`src/rtl/ctr_shadow_pkg.sv`:
```
package ctr_shadow_pkg;

  // Strobes passed from the access decoder to the datapath
  typedef struct packed {
    logic capture;   // load snapshot from the live count
    logic selFull;   // answer with the full live count
    logic selLow;    // answer with the live low half
    logic selHigh;   // answer with the snapshot high half
  } shadowStrobes_t;

  typedef enum logic [1:0] {
    ACC_NONE = 2'd0,
    ACC_FULL = 2'd1,
    ACC_LOW  = 2'd2,
    ACC_HIGH = 2'd3
  } accessKind_e;

endpackage

```
`src/rtl/ctr_shadow_ctrl.sv`:
```
module ctr_shadow_ctrl
  import ctr_shadow_pkg::*;
#(
  parameter int DATA_W = 32
) (
  input  logic                clk,
  input  logic                rstN,
  input  logic                reqValid,
  input  logic                reqWrite,
  input  logic                reqSel,
  input  logic [DATA_W/8-1:0] reqByteEn,
  output shadowStrobes_t      strobes
);

  localparam int BE_W    = DATA_W / 8;
  localparam int HALF_BE = BE_W / 2;
  localparam logic [BE_W-1:0] FULL_MASK = {BE_W{1'b1}};
  localparam logic [BE_W-1:0] LOW_MASK  = {{HALF_BE{1'b0}}, {HALF_BE{1'b1}}};
  localparam logic [BE_W-1:0] HIGH_MASK = {{HALF_BE{1'b1}}, {HALF_BE{1'b0}}};

  accessKind_e accKind;
  logic        readHit;

  assign readHit = reqValid && reqSel && !reqWrite;

  always_comb begin
    accKind = ACC_NONE;
    if (readHit) begin
      if (reqByteEn == FULL_MASK)      accKind = ACC_FULL;
      else if (reqByteEn == LOW_MASK)  accKind = ACC_LOW;
      else if (reqByteEn == HIGH_MASK) accKind = ACC_HIGH;
    end
  end

  always_comb begin
    strobes         = '0;
    strobes.selFull = (accKind == ACC_FULL);
    strobes.selLow  = (accKind == ACC_LOW);
    strobes.selHigh = (accKind == ACC_HIGH);
    strobes.capture = (accKind == ACC_FULL) || (accKind == ACC_LOW);
  end

  AST_WRITE_NO_CAPTURE: assert property (@(posedge clk) disable iff (!rstN)
    (reqValid && reqWrite) |-> !strobes.capture && !strobes.selHigh) else $error("write reached snapshot");

  AST_UNSEL_NO_CAPTURE: assert property (@(posedge clk) disable iff (!rstN)
    !reqSel |-> !strobes.capture && !strobes.selHigh) else $error("unselected access decoded");

  AST_ONE_KIND: assert property (@(posedge clk) disable iff (!rstN)
    $onehot0({strobes.selFull, strobes.selLow, strobes.selHigh})) else $error("multiple kinds");

  AST_HIGH_NO_LOAD: assert property (@(posedge clk) disable iff (!rstN)
    strobes.selHigh |-> !strobes.capture) else $error("high read loads snapshot");

endmodule

```
`src/rtl/ctr_shadow_dp.sv`:
```
module ctr_shadow_dp
  import ctr_shadow_pkg::*;
#(
  parameter int DATA_W = 32
) (
  input  logic              clk,
  input  logic              rstN,
  input  logic [DATA_W-1:0] liveCount,
  input  shadowStrobes_t    strobes,
  output logic              rspValid,
  output logic [DATA_W-1:0] rspData
);

  localparam int HALF_W  = DATA_W / 2;
  localparam int N_HALVES = 2;

  logic [DATA_W-1:0] shadowQ;
  logic [DATA_W-1:0] nextData;
  logic              respond;

  assign respond = strobes.selFull | strobes.selLow | strobes.selHigh;

  // Per-half read data steering
  for (genvar h = 0; h < N_HALVES; h++) begin : g_half
    if (h == 0) begin : g_lowLane
      assign nextData[h*HALF_W +: HALF_W] =
        (strobes.selFull || strobes.selLow) ? liveCount[h*HALF_W +: HALF_W] : '0;
    end else begin : g_highLane
      assign nextData[h*HALF_W +: HALF_W] =
        strobes.selFull ? liveCount[h*HALF_W +: HALF_W] :
        strobes.selHigh ? shadowQ[h*HALF_W +: HALF_W]   : '0;
    end
  end

  always_ff @(posedge clk) begin
    if (!rstN) begin
      shadowQ <= '0;
    end else if (strobes.capture) begin
      shadowQ <= liveCount;
    end
  end

  always_ff @(posedge clk) begin
    if (!rstN) begin
      rspValid <= 1'b0;
      rspData  <= '0;
    end else begin
      rspValid <= respond;
      rspData  <= nextData;
    end
  end

  AST_FULL_COHERENT: assert property (@(posedge clk) disable iff (!rstN)
    $past(strobes.selFull) |-> rspValid && (rspData == shadowQ)) else $error("full read not coherent");

  AST_LOW_LANES: assert property (@(posedge clk) disable iff (!rstN)
    $past(strobes.selLow) |-> (rspData[DATA_W-1:HALF_W] == '0) &&
                              (rspData[HALF_W-1:0] == shadowQ[HALF_W-1:0])) else $error("low lanes wrong");

  AST_HIGH_KEEPS: assert property (@(posedge clk) disable iff (!rstN)
    $past(strobes.selHigh) |-> $stable(shadowQ) && (rspData[HALF_W-1:0] == '0) &&
                               (rspData[DATA_W-1:HALF_W] == shadowQ[DATA_W-1:HALF_W])) else $error("high read wrong");

  AST_NO_SPURIOUS_RESP: assert property (@(posedge clk) disable iff (!rstN)
    !$past(respond) |-> !rspValid) else $error("spurious response");

  AST_HOLD_SNAPSHOT: assert property (@(posedge clk) disable iff (!rstN)
    !$past(strobes.capture) |-> $stable(shadowQ)) else $error("snapshot moved");

endmodule

```
`src/rtl/ctr_read_shadow.sv`:
```
module ctr_read_shadow
  import ctr_shadow_pkg::*;
#(
  parameter int DATA_W = 32
) (
  input  logic                clk,
  input  logic                rstN,
  input  logic [DATA_W-1:0]   liveCount,
  input  logic                reqValid,
  input  logic                reqWrite,
  input  logic                reqSel,
  input  logic [DATA_W/8-1:0] reqByteEn,
  output logic                rspValid,
  output logic [DATA_W-1:0]   rspData
);

  shadowStrobes_t strobes;

  ctr_shadow_ctrl #(.DATA_W(DATA_W)) i_ctrl (
    .clk       (clk),
    .rstN      (rstN),
    .reqValid  (reqValid),
    .reqWrite  (reqWrite),
    .reqSel    (reqSel),
    .reqByteEn (reqByteEn),
    .strobes   (strobes)
  );

  ctr_shadow_dp #(.DATA_W(DATA_W)) i_dp (
    .clk       (clk),
    .rstN      (rstN),
    .liveCount (liveCount),
    .strobes   (strobes),
    .rspValid  (rspValid),
    .rspData   (rspData)
  );

  AST_RESET_QUIET: assert property (@(posedge clk)
    $past(!rstN) |-> !rspValid && (rspData == '0)) else $error("not quiet after reset");

endmodule

```
`config.mk`:
```
export PLATFORM = sky130hd
export DESIGN_NAME = ctr_read_shadow
export DESIGN_NICKNAME = d
export VERILOG_FILES = /design/src/rtl/ctr_shadow_pkg.sv /design/src/rtl/ctr_shadow_ctrl.sv /design/src/rtl/ctr_shadow_dp.sv /design/src/rtl/ctr_read_shadow.sv
export SDC_FILE = /design/constraint.sdc
export NUM_CORES = 1
export LEC_CHECK = 0
export BUFFER_PORTS_ARGS = -buffer_cell sky130_fd_sc_hd__buf_2
export CORE_MARGIN = 5
export CORE_UTILIZATION = 47
export CTS_CLUSTER_DIAMETER = 60
export DETAILED_ROUTE_END_ITERATION = 8
export GPL_TIMING_DRIVEN = 0
export PLACE_DENSITY_LB_ADDON = 0.15
export SKIP_LAST_GASP = 1
export SYNTH_ARGS = -nofsm -noshare
export SYNTH_HDL_FRONTEND = slang
export SYNTH_SLANG_ARGS = --single-unit
```
`constraint.sdc`:
```
create_clock -name clk -period 2.1 [get_ports clk]
set_clock_uncertainty 0.15 [all_clocks]
set_input_delay 0.315 -clock clk [delete_from_list [all_inputs] [get_ports clk]]
set_output_delay 0.315 -clock clk [all_outputs]
set_load 0.05 [all_outputs]
```
; ---- Yosys cells after proc, flatten, opt, wreduce, memory -nomap -nowiden
; Index checks and enable logic that the tools add are counted.
[op_classes]
n_shift = 0
n_eq_ne = 6
div = 0
n_addsub = 0
multipliers = 0
n_mux = 6
n_lt_le_gt_ge = 0
bitwise = 2
reduce_logical = 5
[ops]
columns = operator, n
row1 = 16-bit two-way mux, 2
row2 = "4-bit == test, second input constant", 2
row3 = 2-bit two-way mux, 4
row4 = "2-bit == test, second input constant", 2
row5 = "4-bit by 2-bit == test with 1-bit output, second input constant", 1
row6 = "2-bit by 1-bit == test with 1-bit output, second input constant", 1
row7 = 1-bit logical AND, 2
row8 = 1-bit bitwise OR, 2
row9 = 2-bit AND reduction, 1
row10 = 1-bit zero test, 1
row11 = 1-bit logical OR, 1
[word_totals]
mem_bits_ro = 0
in_bits = 41
n_memories = 0
ramBits = 0
output_inout_bits = 33
latchBits = 0
register_bits = 65

; ---- Logic depth before layout (Yosys ltp)
; Gate-level depths: netlist of run 1.
[logic_depth]
word_depth = 8
depth_mapped = 7
depth_no_buf = 5

; ---- Hierarchy
; A second synthesis of run 1 with hierarchy kept.
[unflattened]
hier_cells = 172
hier_area_um2 = 1815.5
[by_module_without_submodules]
columns = mod, cells_per_inst, instances, area_each_um2, seq_area_each_um2
row1 = ctr_shadow_dp, 160, 1, 1704.1, 980.9
row2 = ctr_shadow_ctrl, 12, 1, 111.4, 0.0

; ---- Worst setup path before layout of run 1
; No wires, ideal clock.
[synth_timing]
path_type = input -> register
start = input reqByteEn[2]
end = register i_dp.rspData[10]
arrival_ps = 1530
path_stages = 7
path_slack_ps = 305
n_path_buf = 3
required_time_ps = 1834
setup_ps = 116
path_cell_list = and4bb_2 o21ai_0 ha_1 buf_6 buf_6 buf_6 and3_1
[synth_between]
elab_chain_len = 8
word_cells_on_any_way = 11
[synth_rtl]
columns = item, line_no
row1 = from (decl), ctr_read_shadow.sv:12  ; input logic [DATA_W/8-1:0] reqByteEn,
row2 = 4-bit == test, ctr_shadow_ctrl.sv:31  ; else if (reqByteEn == HIGH_MASK) accKind = ACC_HIGH;
row3 = 2-bit two-way mux, ctr_shadow_ctrl.sv:31
row4 = 2-bit two-way mux, ctr_shadow_ctrl.sv:30  ; else if (reqByteEn == LOW_MASK) accKind = ACC_LOW;
row5 = 2-bit two-way mux (*), ctr_shadow_ctrl.sv:29  ; if (reqByteEn == FULL_MASK) accKind = ACC_FULL;
row6 = 2-bit two-way mux (*), ctr_shadow_ctrl.sv:28  ; if (readHit) begin
row7 = 2-bit by 1-bit == test with 1-bit output or 2-bit == test (tied branches), "ctr_shadow_ctrl.sv:37, ctr_shadow_ctrl.sv:38"
row8 = 1-bit logical OR (*), ctr_shadow_dp.sv:27  ; (strobes.selFull || strobes.selLow) ? liveCount[h*HALF_W +: HALF_W] : '0;
row9 = 2-bit AND reduction (no line) (*), --
row10 = to (signal assigned), ctr_shadow_dp.sv:49  ; rspData <= nextData;
row11 = to (decl), ctr_shadow_dp.sv:11  ; output logic [DATA_W-1:0] rspData
; Mark *: on every way between the ends. The rest lies on a longest branch, timed or not.
; A chain may end at the register's enable or synchronous reset.

; ---- Final worst setup path of run 1
[layout_timing]
start = input reqByteEn[1]
end = register i_dp.rspData[11]
; Same word-level chain as after synthesis.

==> summary.md, run 1 <==
| Metric | Value |
|---|---|
| Clock Latency Late Sink | `300 ps` |
| Seq pwr share | `59.6%` |
| Final Hold Vio Count | `0` |
| Hold Buf Count CTS | `0` |
| CP arrival | `1750 ps` |
| Pins over their slew limit | `0` |
| Clock-pin transition on the worst setup and hold timing paths | `80 ps` |
| Final core utilization | `63.1%` |
| Setup slack, reg-to-reg | `1280 ps` |
| Site row count | `22` |
| Mapped Cells | `171` |
| Antenna-violating nets left | `0` |
| Post-CTS setup buffers | `0` |
| Area contributors post-synth | `dfxtp_1, mux2i_1, nand3b_1` |
| Yosys top cell area share | `52.7%` |
| DRC | `0` |
| First-pass GRT wire length | `6420 um` |
| Yosys reg bits | `49` |
| Final min period | `1710 ps` |
| Yosys cell types | `21` |
| Logic gate share of total power | `7.2%` |
| CTS root buf | `clkbuf_8` |
| Area delta synth->final | `26.9%` |
| Die Ht | `72.9 um` |
| Initial Util | `49.7%` |
| Vias in the first global route | `1447` |
| TritonRoute pass-1 iters | `4` |
| Worst R2R Start | `i_dp.shadowQ[20]$_SDFFE_PN0N_` |
| Critical path launch point | `reqByteEn[1]` |
| Filler cells | `345` |
| Die area | `0.00532 mm^2` |
| WL/cell | `13.1 um` |
| Synth area leader | `dfxtp_1` |
| Placer Congestion | `0.753` |
| Crit path kind | `input pin to register` |
| Max Clk Rate | `0.585 GHz` |
| Final Cycle Share | `81.5%` |
| I/O Pins | `74` |
| Crit Path Max Fanout | `10` |
| Pwr dens | `667 mW/mm^2` |
| Maximum vdd drop | `313 uV` |
| CTS tree | `built` |
| Iteration-0 DRC count of the detailed router | `71` |
| Total wire length | `3920 um` |
| Slew headroom | `73.3%` |
| Worst slew pin tran | `400 ps` |
| Most frequent cells in the layout | `buf_2, dfxtp_1, nor2b_1` |
| Final setup vio count | `0` |
| Switching power | `0.000346 W` |
| Fin worst setup slack | `389 ps` |
| Synth Cell Area | `0.00186 mm^2` |
| CP Data Required Time | `2140 ps` |
| Hold crit path type | `input pin to register` |
| Post-CTS sizing | `0` |
| Final Net Count | `294` |
| Internal | `0.00123 W` |
| Yosys warns | `0` |
| Grt ovf | `0` |
| Placed insts | `291` |
| Outcome | `finished clean` |
| Port bufs | `72` |
| Proportion of layout cells with a drive suffix above 1 | `35.5%` |
| Average via count per standard cell | `4.75` |
| Register area share after synthesis | `52.7%` |
| Sw Ratio | `21.9%` |
| Final HPWL DP | `2890 um` |
| LEAKAGE | `1.08 nW` |
| Total Routing Usage GR | `15.8%` |
| H-tree depth | `2` |
| Final Total Pwr | `0.00158 W` |
| Element type at the critical path end | `register` |
| R2r worst-path depth | `2` |
| Most common cell after layout, fill and taps aside | `buf_2` |
| Worst setup path end | `i_dp.rspData[11]$_SDFF_PN0_` |
| Num CTS Buffers | `5` |
| Via count | `1421` |
| Clock power frac | `33.2%` |
| MaxCap Viol Count | `0` |
| Syn Nets | `215` |
| Reg2reg end | `i_dp.rspData[20]$_SDFF_PN0_` |
| Startpoint types | `input pin` |
| Mean Syn Cell Area | `10.9 um^2` |
| Die Wd | `72.9 um` |
| Largest net degree at the start of global routing | `14` |
| Setup TNS | `0 ps` |
| Clk buf depth | `2` |
| Final cell count without fillers | `299` |
| Initial antenna violation count | `0` |
| Pre-CTS WS | `68.6 ps` |
| RSZ-0062 raised after global routing | `no` |
| CTS sink cnt | `49` |
| Antenna Cells | `0` |
| Core Area | `0.00374 mm^2` |
## layer usage
| layer | share of wire, % | GRT usage (%) | wire length [um] |
|---|---|---|---|
| met5 | 0 | 0 | 0 |
| met4 | 1.7 | 8.40 | 68 |
| met3 | 8.0 | 4.55 | 314 |
| met2 | 48 | 26.5 | 1880 |
| met1 | 42 | 18.0 | 1660 |
## state kept, by name (all words and copies together) (netlist names)
signal	flops
i_dp.rspData	32
i_dp.rspValid	1
i_dp.shadowQ	16
## cell families (layout without fill, tap and decap cells)
family / after synthesis / after routing / share of synthesized area (%)
DFF: 49 / 49 / 52.7
buffers and inverters: 14 / 94 / 5.71
adders and majority gates: 3 / 3 / 2.02
xor gates and xnor gates: 1 / 1 / 0.471
AOI/OAI and AO/OA: 18 / 18 / 7.12
muxes: 16 / 16 / 8.60
and+or+nand+nor: 70 / 70 / 23.4
## synthesized netlist by cell type (all sizes together)
| cell | number |
|---|---|
| dfxtp | 49 |
| nor2b | 17 |
| a21boi | 16 |
| and3 | 16 |
| mux2i | 16 |
| nand2 | 16 |
| nand3b | 16 |
| buf | 10 |
| clkbuf | 4 |
| ha | 3 |
| and4bb | 2 |
| and3b | 1 |
| and4 | 1 |
| nand4 | 1 |
| o21a | 1 |
| o21ai | 1 |
| xnor2 | 1 |
## area by class of cell
cell class / count / area [um^2] / area share [%]
Sequential cell: 49 / 981 / 41.5
Multi-Input combinational cell: 108 / 774 / 32.8
Timing Repair Buffer: 72 / 360 / 15.3
Buffer: 14 / 106 / 4.50
Clock buffer: 8 / 80.1 / 3.39
Tap cell: 48 / 60.1 / 2.54
## metrics by stage
step,hold slack (ps),instance area (um^2)
global route,95.1,2360
floorplan,300,1860
global placement,325,2280
detailed placement,327,2280
finish,99.1,2360
CTS,90.2,2360
## worst max-delay path: stages
cell and delay, ps:
buf_2 110, and4bb_2 230, o21ai_0 250, ha_1 290, buf_6 140, buf_6 140
buf_6 130, and3_1 140
## worst min-delay path by stage
stage,from,end,slack [ps],cells after the start
after global placement,i_dp.shadowQ[31]$_SDFFE_PN0N_,i_dp.rspData[31]$_SDFF_PN0_,320,2
after detailed placement,i_dp.shadowQ[23]$_SDFFE_PN0N_,i_dp.rspData[23]$_SDFF_PN0_,330,2
after CTS,liveCount[9],i_dp.rspData[9]$_SDFF_PN0_,90,2
final,liveCount[9],i_dp.rspData[9]$_SDFF_PN0_,100,2
after global routing,liveCount[14],i_dp.rspData[14]$_SDFF_PN0_,100,2
after floorplan,liveCount[16],i_dp.rspData[16]$_SDFF_PN0_,300,2
## power groups by stage
| stage | Clock, W | Combinational, W | Sequential, W |
|---|---|---|---|
| floorplan | 0 | 0.0000462 | 0.000974 |
| global placement | 0 | 0.000113 | 0.000961 |
| detailed placement | 0 | 0.000114 | 0.000962 |
| CTS | 0.000540 | 0.000115 | 0.000940 |
| global route | 0.000580 | 0.000126 | 0.000941 |
| finish | 0.000524 | 0.000113 | 0.000940 |
No activity file was read; power rests on OpenSTA's default activity.
==> run 2, diff against run 1 <==
ABC_AREA = 1   (was not set)
CORE_UTILIZATION = 46   (was 47)
clock period = 1.6 ns   (was 2.1 ns; I/O delays follow)
==> run 2 against run 1 <==
  * Register-to-register slack lost 480 ps
  * First-iteration DRC count grew 18%
  * Clock power grew 64%
  * Core utilization increased by 1.6 points
  * Flip-flop and latch count did not move
  * Area after synthesis down 6.9%
  * Cell count increased by 18%
  * Die area down 4.2%
  * Critical path type unchanged
==> summary.md, run 2 <==
| Metric | Value |
|---|---|
| Post-CTS setup buffers | `0` |
| I/O Pins | `74` |
| Mean Syn Cell Area | `8.03 um^2` |
| CTS sink cnt | `49` |
| Yosys warns | `0` |
| Max reg flops | `32` |
| Final Cycle Share | `90.1%` |
| Grt ovf | `0` |
| Outcome | `finished clean` |
| Hold crit path type | `input pin to register` |
| Placer Congestion | `0.738` |
| Max Clk Rate | `0.694 GHz` |
| CP arrival | `1490 ps` |
| Clk buf depth | `2` |
| Pwr dens | `962 mW/mm^2` |
| Yosys top cell area share | `56.6%` |
| TritonRoute pass-1 iters | `4` |
| Port bufs | `73` |
| Multi-input gate area | `584 um^2` |
| Die Wd | `71.4 um` |
| Clock-pin transition on the worst setup and hold timing paths | `90 ps` |
| List of most frequent post-synthesis cells | `nor2_1, dfxtp_1, o21ai_0, inv_1, a21oi_1` |
| Site row count | `22` |
| Final Net Count | `349` |
| CTS root buf | `clkbuf_8` |
| Regs by FF count | `i_dp.rspData (32), i_dp.shadowQ (16), i_dp.rspValid (1)` |
| Worst slew pin tran | `258 ps` |
| Average via count per standard cell | `4.56` |
| Syn Nets | `260` |
| Yosys reg bits | `49` |
| Sw Ratio | `21.6%` |
| DRC | `0` |
| Internal | `0.00179 W` |
| Proportion of layout cells with a drive suffix above 1 | `31.0%` |
| Most frequent cell after synthesis | `nor2_1` |
| Post-synth EDFFs | `0` |
| Core Area | `0.00366 mm^2` |
| CTS tree | `built` |
| Most frequent cells in the layout | `buf_2, nor2_1, dfxtp_1, o21ai_0, inv_1` |
| Startpoint types | `input pin` |
| MaxCap Viol Count | `0` |
| Area delta synth->final | `36.6%` |
| First-pass GRT wire length | `6930 um` |
| WL/cell | `11.3 um` |
| Final HPWL DP | `2830 um` |
| LEAKAGE | `1.27 nW` |
| Register Area | `981 um^2` |
| Antenna-violating nets left | `0` |
| Final Hold Vio Count | `0` |
| Via count | `1613` |
| Initial Util | `47.4%` |
| Main synth FF type | `dfxtp_1` |
| Most common cell after layout, fill and taps aside | `buf_2` |
| Setup TNS | `0 ps` |
| Yosys cell types | `14` |
| Logic gate share of total power | `7.7%` |
| Synth Cell Area | `0.00173 mm^2` |
| Crit path kind | `input pin to register` |
| Filler cells | `343` |
| Element type at the critical path end | `register` |
| Register area share after synthesis | `56.6%` |
| CP Data Required Time | `1650 ps` |
| Num CTS Buffers | `5` |
| Area contributors post-synth | `dfxtp_1, nor2_1, o21ai_0` |
| Antenna Cells | `0` |
| Final min period | `1440 ps` |
| H-tree depth | `2` |
| Vias in the first global route | `1629` |
| Crit Path Max Fanout | `10` |
| Iteration-0 DRC count of the detailed router | `84` |
| Initial antenna violation count | `0` |
| Clock power frac | `37.7%` |
| Pins over their slew limit | `0` |
| Seq pwr share | `54.6%` |
| Switching power | `0.000492 W` |
| Final Total Pwr | `0.00228 W` |
| Final setup vio count | `0` |
| Synth area leader | `dfxtp_1` |
| Clock Latency Late Sink | `290 ps` |
| FFs w/ async S/R, synth | `0%` |
| Total Routing Usage GR | `16.7%` |
| Die Ht | `71.4 um` |
| Slew headroom | `82.9%` |
| Largest net degree at the start of global routing | `16` |
| Die area | `0.00510 mm^2` |
| Total wire length | `3980 um` |
| Register bank with the most flops | `i_dp.rspData` |
| Maximum vdd drop | `834 uV` |
| Mapped Cells | `216` |
run 2: cell types whose count changed in the layout (fill, tap and decap cells not counted), moves of 6 or more:
cell / before / now
mux2i_1: 16 / 0
nor2b_1: 17 / 0
inv_1: 0 / 25
nand3b_1: 16 / 0
dlygate4sd3_1: 0 / 9
nor2_1: 0 / 66
a21boi_1: 14 / 0
clkbuf_1: 7 / 1
a21oi_1: 0 / 16
nand2_1: 16 / 9
o21ai_0: 1 / 29
and3_1: 16 / 0
run 2: what timing repair did:
action                                 CTS  global route
gates resized for setup                  0             7
endpoints found under the hold margin    9             0
setup endpoints to repair                0            31
hold buffers                             9             0
run 2: critical path: stages:
cell	delay [ps]
buf_2	70
nand2_1	50
nor2_2	110
nand3_1	120
inv_1	90
ha_1	160
buf_6	130
inv_1	100
buf_4	190
o21ai_0	160
nor2_1	50
run 2: power by group through the flow:
stage | Sequential, W | Clock [W] | Combinational [W]
floorplan | 0.00129 | 0 | 0.0000624
global placement | 0.00127 | 0 | 0.000155
detailed placement | 0.00127 | 0 | 0.000157
CTS | 0.00124 | 0.000878 | 0.000175
global route | 0.00125 | 0.000931 | 0.000199
finish | 0.00124 | 0.000859 | 0.000176
run 2: worst paths after layout:
kind / startpoint / to / slack [ps] / depth (start not counted)
hold reg to reg: i_dp.shadowQ[20]$_SDFFE_PN0N_ / i_dp.shadowQ[20]$_SDFFE_PN0N_ / 350 / 2
setup / recovery: reqValid / i_dp.rspData[20]$_SDFF_PN0_ / 160 / 11
setup reg to reg: i_dp.shadowQ[25]$_SDFFE_PN0N_ / i_dp.shadowQ[25]$_SDFFE_PN0N_ / 800 / 2
hold / removal: liveCount[5] / i_dp.rspData[5]$_SDFF_PN0_ / 1 / 3
run 2: logic make-up (layout without fill, tap and decap cells):
family | after synthesis | after routing | share of synthesized area [%]
and+or+nand+nor | 79 | 79 | 17.4
AOI/OAI and AO/OA | 48 | 48 | 13.9
buffers and inverters | 37 | 127 | 10.0
DFF | 49 | 49 | 56.6
adders and majority gates | 3 | 3 | 2.16
run 2: cell type report:
type,instances,area share (%)
multi-input cells,130,24.7
well taps,48,2.54
inverters,26,4.12
flip-flops and latches,49,41.4
repair buffers,82,19.2
plain buffers,11,3.33
clock inverters,2,1.64
clock buffers,6,3.06
run 2: layer usage:
metal	part of all wire [%]	up-vias	track usage, %
li1	-	843	-
met1	41	711	19.1
met2	50	53	30.2
met3	8.1	6	4.35
met4	1.1	0	5.22
met5	0	-	0
run 2: per-stage QoR:
stage          hold slack, ps  setup slack [ps]  cell area [um^2]  utilization, %  cells
6_report                 1.01               159              2370            64.7    354
5_1_grt                 0.272             -2.50              2370            64.7    354
4_1_cts                 0.368              64.0              2360            64.5    354
3_5_place_dp              309              -245              2160            59.0    337
3_3_place_gp              301              -227              2160            59.0    337
2_1_floorplan             202              47.9              1730               -    216
==> run 3, diff against run 2 <==
BUFFER_PORTS_ARGS = -buffer_cell sky130_fd_sc_hd__buf_4   (was -buffer_cell sky130_fd_sc_hd__buf_2)
==> run 3 against run 2 <==
  * Worst setup slack got worse by 21 ps
  * Combinational power grew 10%
  * Non-clock buffer count shrank 7
  * Routed wire length is 3.1% higher
  * Register-to-register slack about the same
  * Sequential power is essentially flat
  * Sequential share of layout area is 1.4 points lower
  * Total power fell by 7.1%
  * Global-route usage up 0.30 points
  * Design area is 3.5% higher
  * Clock power decreased by 21%
  * Die area unchanged
  * Critical path type unchanged
  * Critical endpoint unchanged
  * Largest power group unchanged
  * Highest routed layer unchanged
==> summary.md, run 3 (synthesized netlist as in run 2, its figures left out) <==
| Metric | Value |
|---|---|
| RSZ-0062 raised after global routing | `no` |
| I/O Pins | `74` |
| Iteration-0 DRC count of the detailed router | `64` |
| WL/cell | `11.8 um` |
| Port bufs | `73` |
| Clock-pin transition on the worst setup and hold timing paths | `80 ps` |
| Core Area | `0.00366 mm^2` |
| Grt ovf | `0` |
| Site row count | `22` |
| DRC | `0` |
| Worst slew pin tran | `195 ps` |
| CTS root buf | `clkbuf_8` |
| Final Hold Vio Count | `0` |
| Crit path kind | `input pin to register` |
| CTS tree | `built` |
| Largest net degree at the start of global routing | `14` |
| CP Data Required Time | `1630 ps` |
| Final Net Count | `342` |
| Pre-CTS WS | `-255 ps` |
| Final HPWL DP | `3020 um` |
| LEAKAGE | `1.26 nW` |
| CP arrival | `1490 ps` |
| Most frequent cells in the layout | `buf_4, nor2_1, dfxtp_1, o21ai_0, inv_1` |
| Maximum vdd drop | `606 uV` |
| MaxCap Viol Count | `0` |
| Num CTS Buffers | `5` |
| Final Cycle Share | `91.4%` |
| Clk buf depth | `2` |
| Slew headroom | `87.0%` |
| Final Total Pwr | `0.00212 W` |
| Clock Latency Late Sink | `290 ps` |
| CTS sink cnt | `49` |
| First-pass GRT wire length | `6950 um` |
| Total wire length | `4110 um` |
| Min Hold Slack | `8.08 ps` |
| Element type at the critical path end | `register` |
| Final instance area | `0.00245 mm^2` |
| Final min period | `1460 ps` |
| Proportion of layout cells with a drive suffix above 1 | `31.8%` |
| Regs by FF count | `i_dp.rspData (32), i_dp.shadowQ (16), i_dp.rspValid (1)` |
| TritonRoute pass-1 iters | `4` |
| Max Clk Rate | `0.684 GHz` |
| Initial Util | `47.4%` |
| Startpoint types | `input pin` |
| Antenna-violating nets left | `0` |
| Most common cell after layout, fill and taps aside | `buf_4` |
| Placed Area | `0.00234 mm^2` |
| Register bank with the most flops | `i_dp.rspData` |
| Crit Path Max Fanout | `10` |
| Die area | `0.00510 mm^2` |
| Pwr dens | `863 mW/mm^2` |
| Hold crit path type | `input pin to register` |
| Die Ht | `71.4 um` |
| Vias in the first global route | `1592` |
| H-tree depth | `2` |
| Placer Congestion | `0.784` |
| Antenna Cells | `0` |
| Initial antenna violation count | `0` |
| Total Routing Usage GR | `17.0%` |
| Via count | `1610` |
| Pins over their slew limit | `0` |
| Area delta synth->final | `41.3%` |
| Fin worst setup slack | `138 ps` |
| Max reg flops | `32` |
| Final setup vio count | `0` |
| Outcome | `finished clean` |
| Average via count per standard cell | `4.64` |
| Die Wd | `71.4 um` |
## run 3: final cells by class
class | instances | area, um^2
Sequential cell | 49 | 981
Buffer | 11 | 78.8
Tap cell | 48 | 60.1
Timing Repair Buffer | 75 | 566
Inverter | 26 | 101
Multi-Input combinational cell | 130 | 584
Fill cell | 339 | 1210
Clock buffer | 8 | 80.1
## run 3: per-stage QoR
| step | utilization [%] | setup TNS [ps] | cells |
|---|---|---|---|
| 2_1_floorplan | - | 0 | 216 |
| 3_3_place_gp | 64.0 | -7000 | 337 |
| 3_5_place_dp | 64.0 | -7610 | 337 |
| 4_1_cts | 66.4 | 0 | 346 |
| 5_1_grt | 67.0 | 0 | 347 |
| 6_report | 67.0 | 0 | 347 |
## run 3: layer usage
metal  wire length [um]  vias to the layer above  global-route usage (%)
met1               1660                      730                    19.0
li1                   -                      829                       -
met3                279                        6                    4.77
met2               2110                       45                    30.8
met4                 51                        0                    5.64
met5                  0                        -                       0
## run 3: critical path, cell delays in order
cell and delay, ps:
buf_4 80, nand2_1 50, nor2_2 120, nand3_1 120, inv_1 90, ha_1 170, buf_6 140, clkinvlp_4 80
buf_4 170, o21ai_0 170, nor2_1 70
## run 3: repair_timing
item                                   in CTS  in global routing
setup buffers                               0                  1
hold buffers                                1                  0
gates resized for setup                     0                  7
setup endpoints to repair                   0                 31
endpoints found under the hold margin       1                  0
## run 3: final timing paths
check | start | to | slack, ps | depth (start not counted)
worst min register to register | i_dp.shadowQ[30]$_SDFFE_PN0N_ | i_dp.rspData[30]$_SDFF_PN0_ | 360 | 2
worst max-delay path | reqValid | i_dp.rspData[20]$_SDFF_PN0_ | 140 | 11
worst max register to register | i_dp.shadowQ[20]$_SDFFE_PN0N_ | i_dp.rspData[20]$_SDFF_PN0_ | 810 | 2
worst min-delay path | liveCount[14] | i_dp.rspData[14]$_SDFF_PN0_ | 8 | 3
## run 3: power by group
| group | switching, W | internal, W | total (W) |
|---|---|---|---|
| sequential | 0.00000750 | 0.00124 | 0.00124 |
| clock | 0.000367 | 0.000311 | 0.000678 |
| combinational | 0.0000948 | 0.0000988 | 0.000194 |
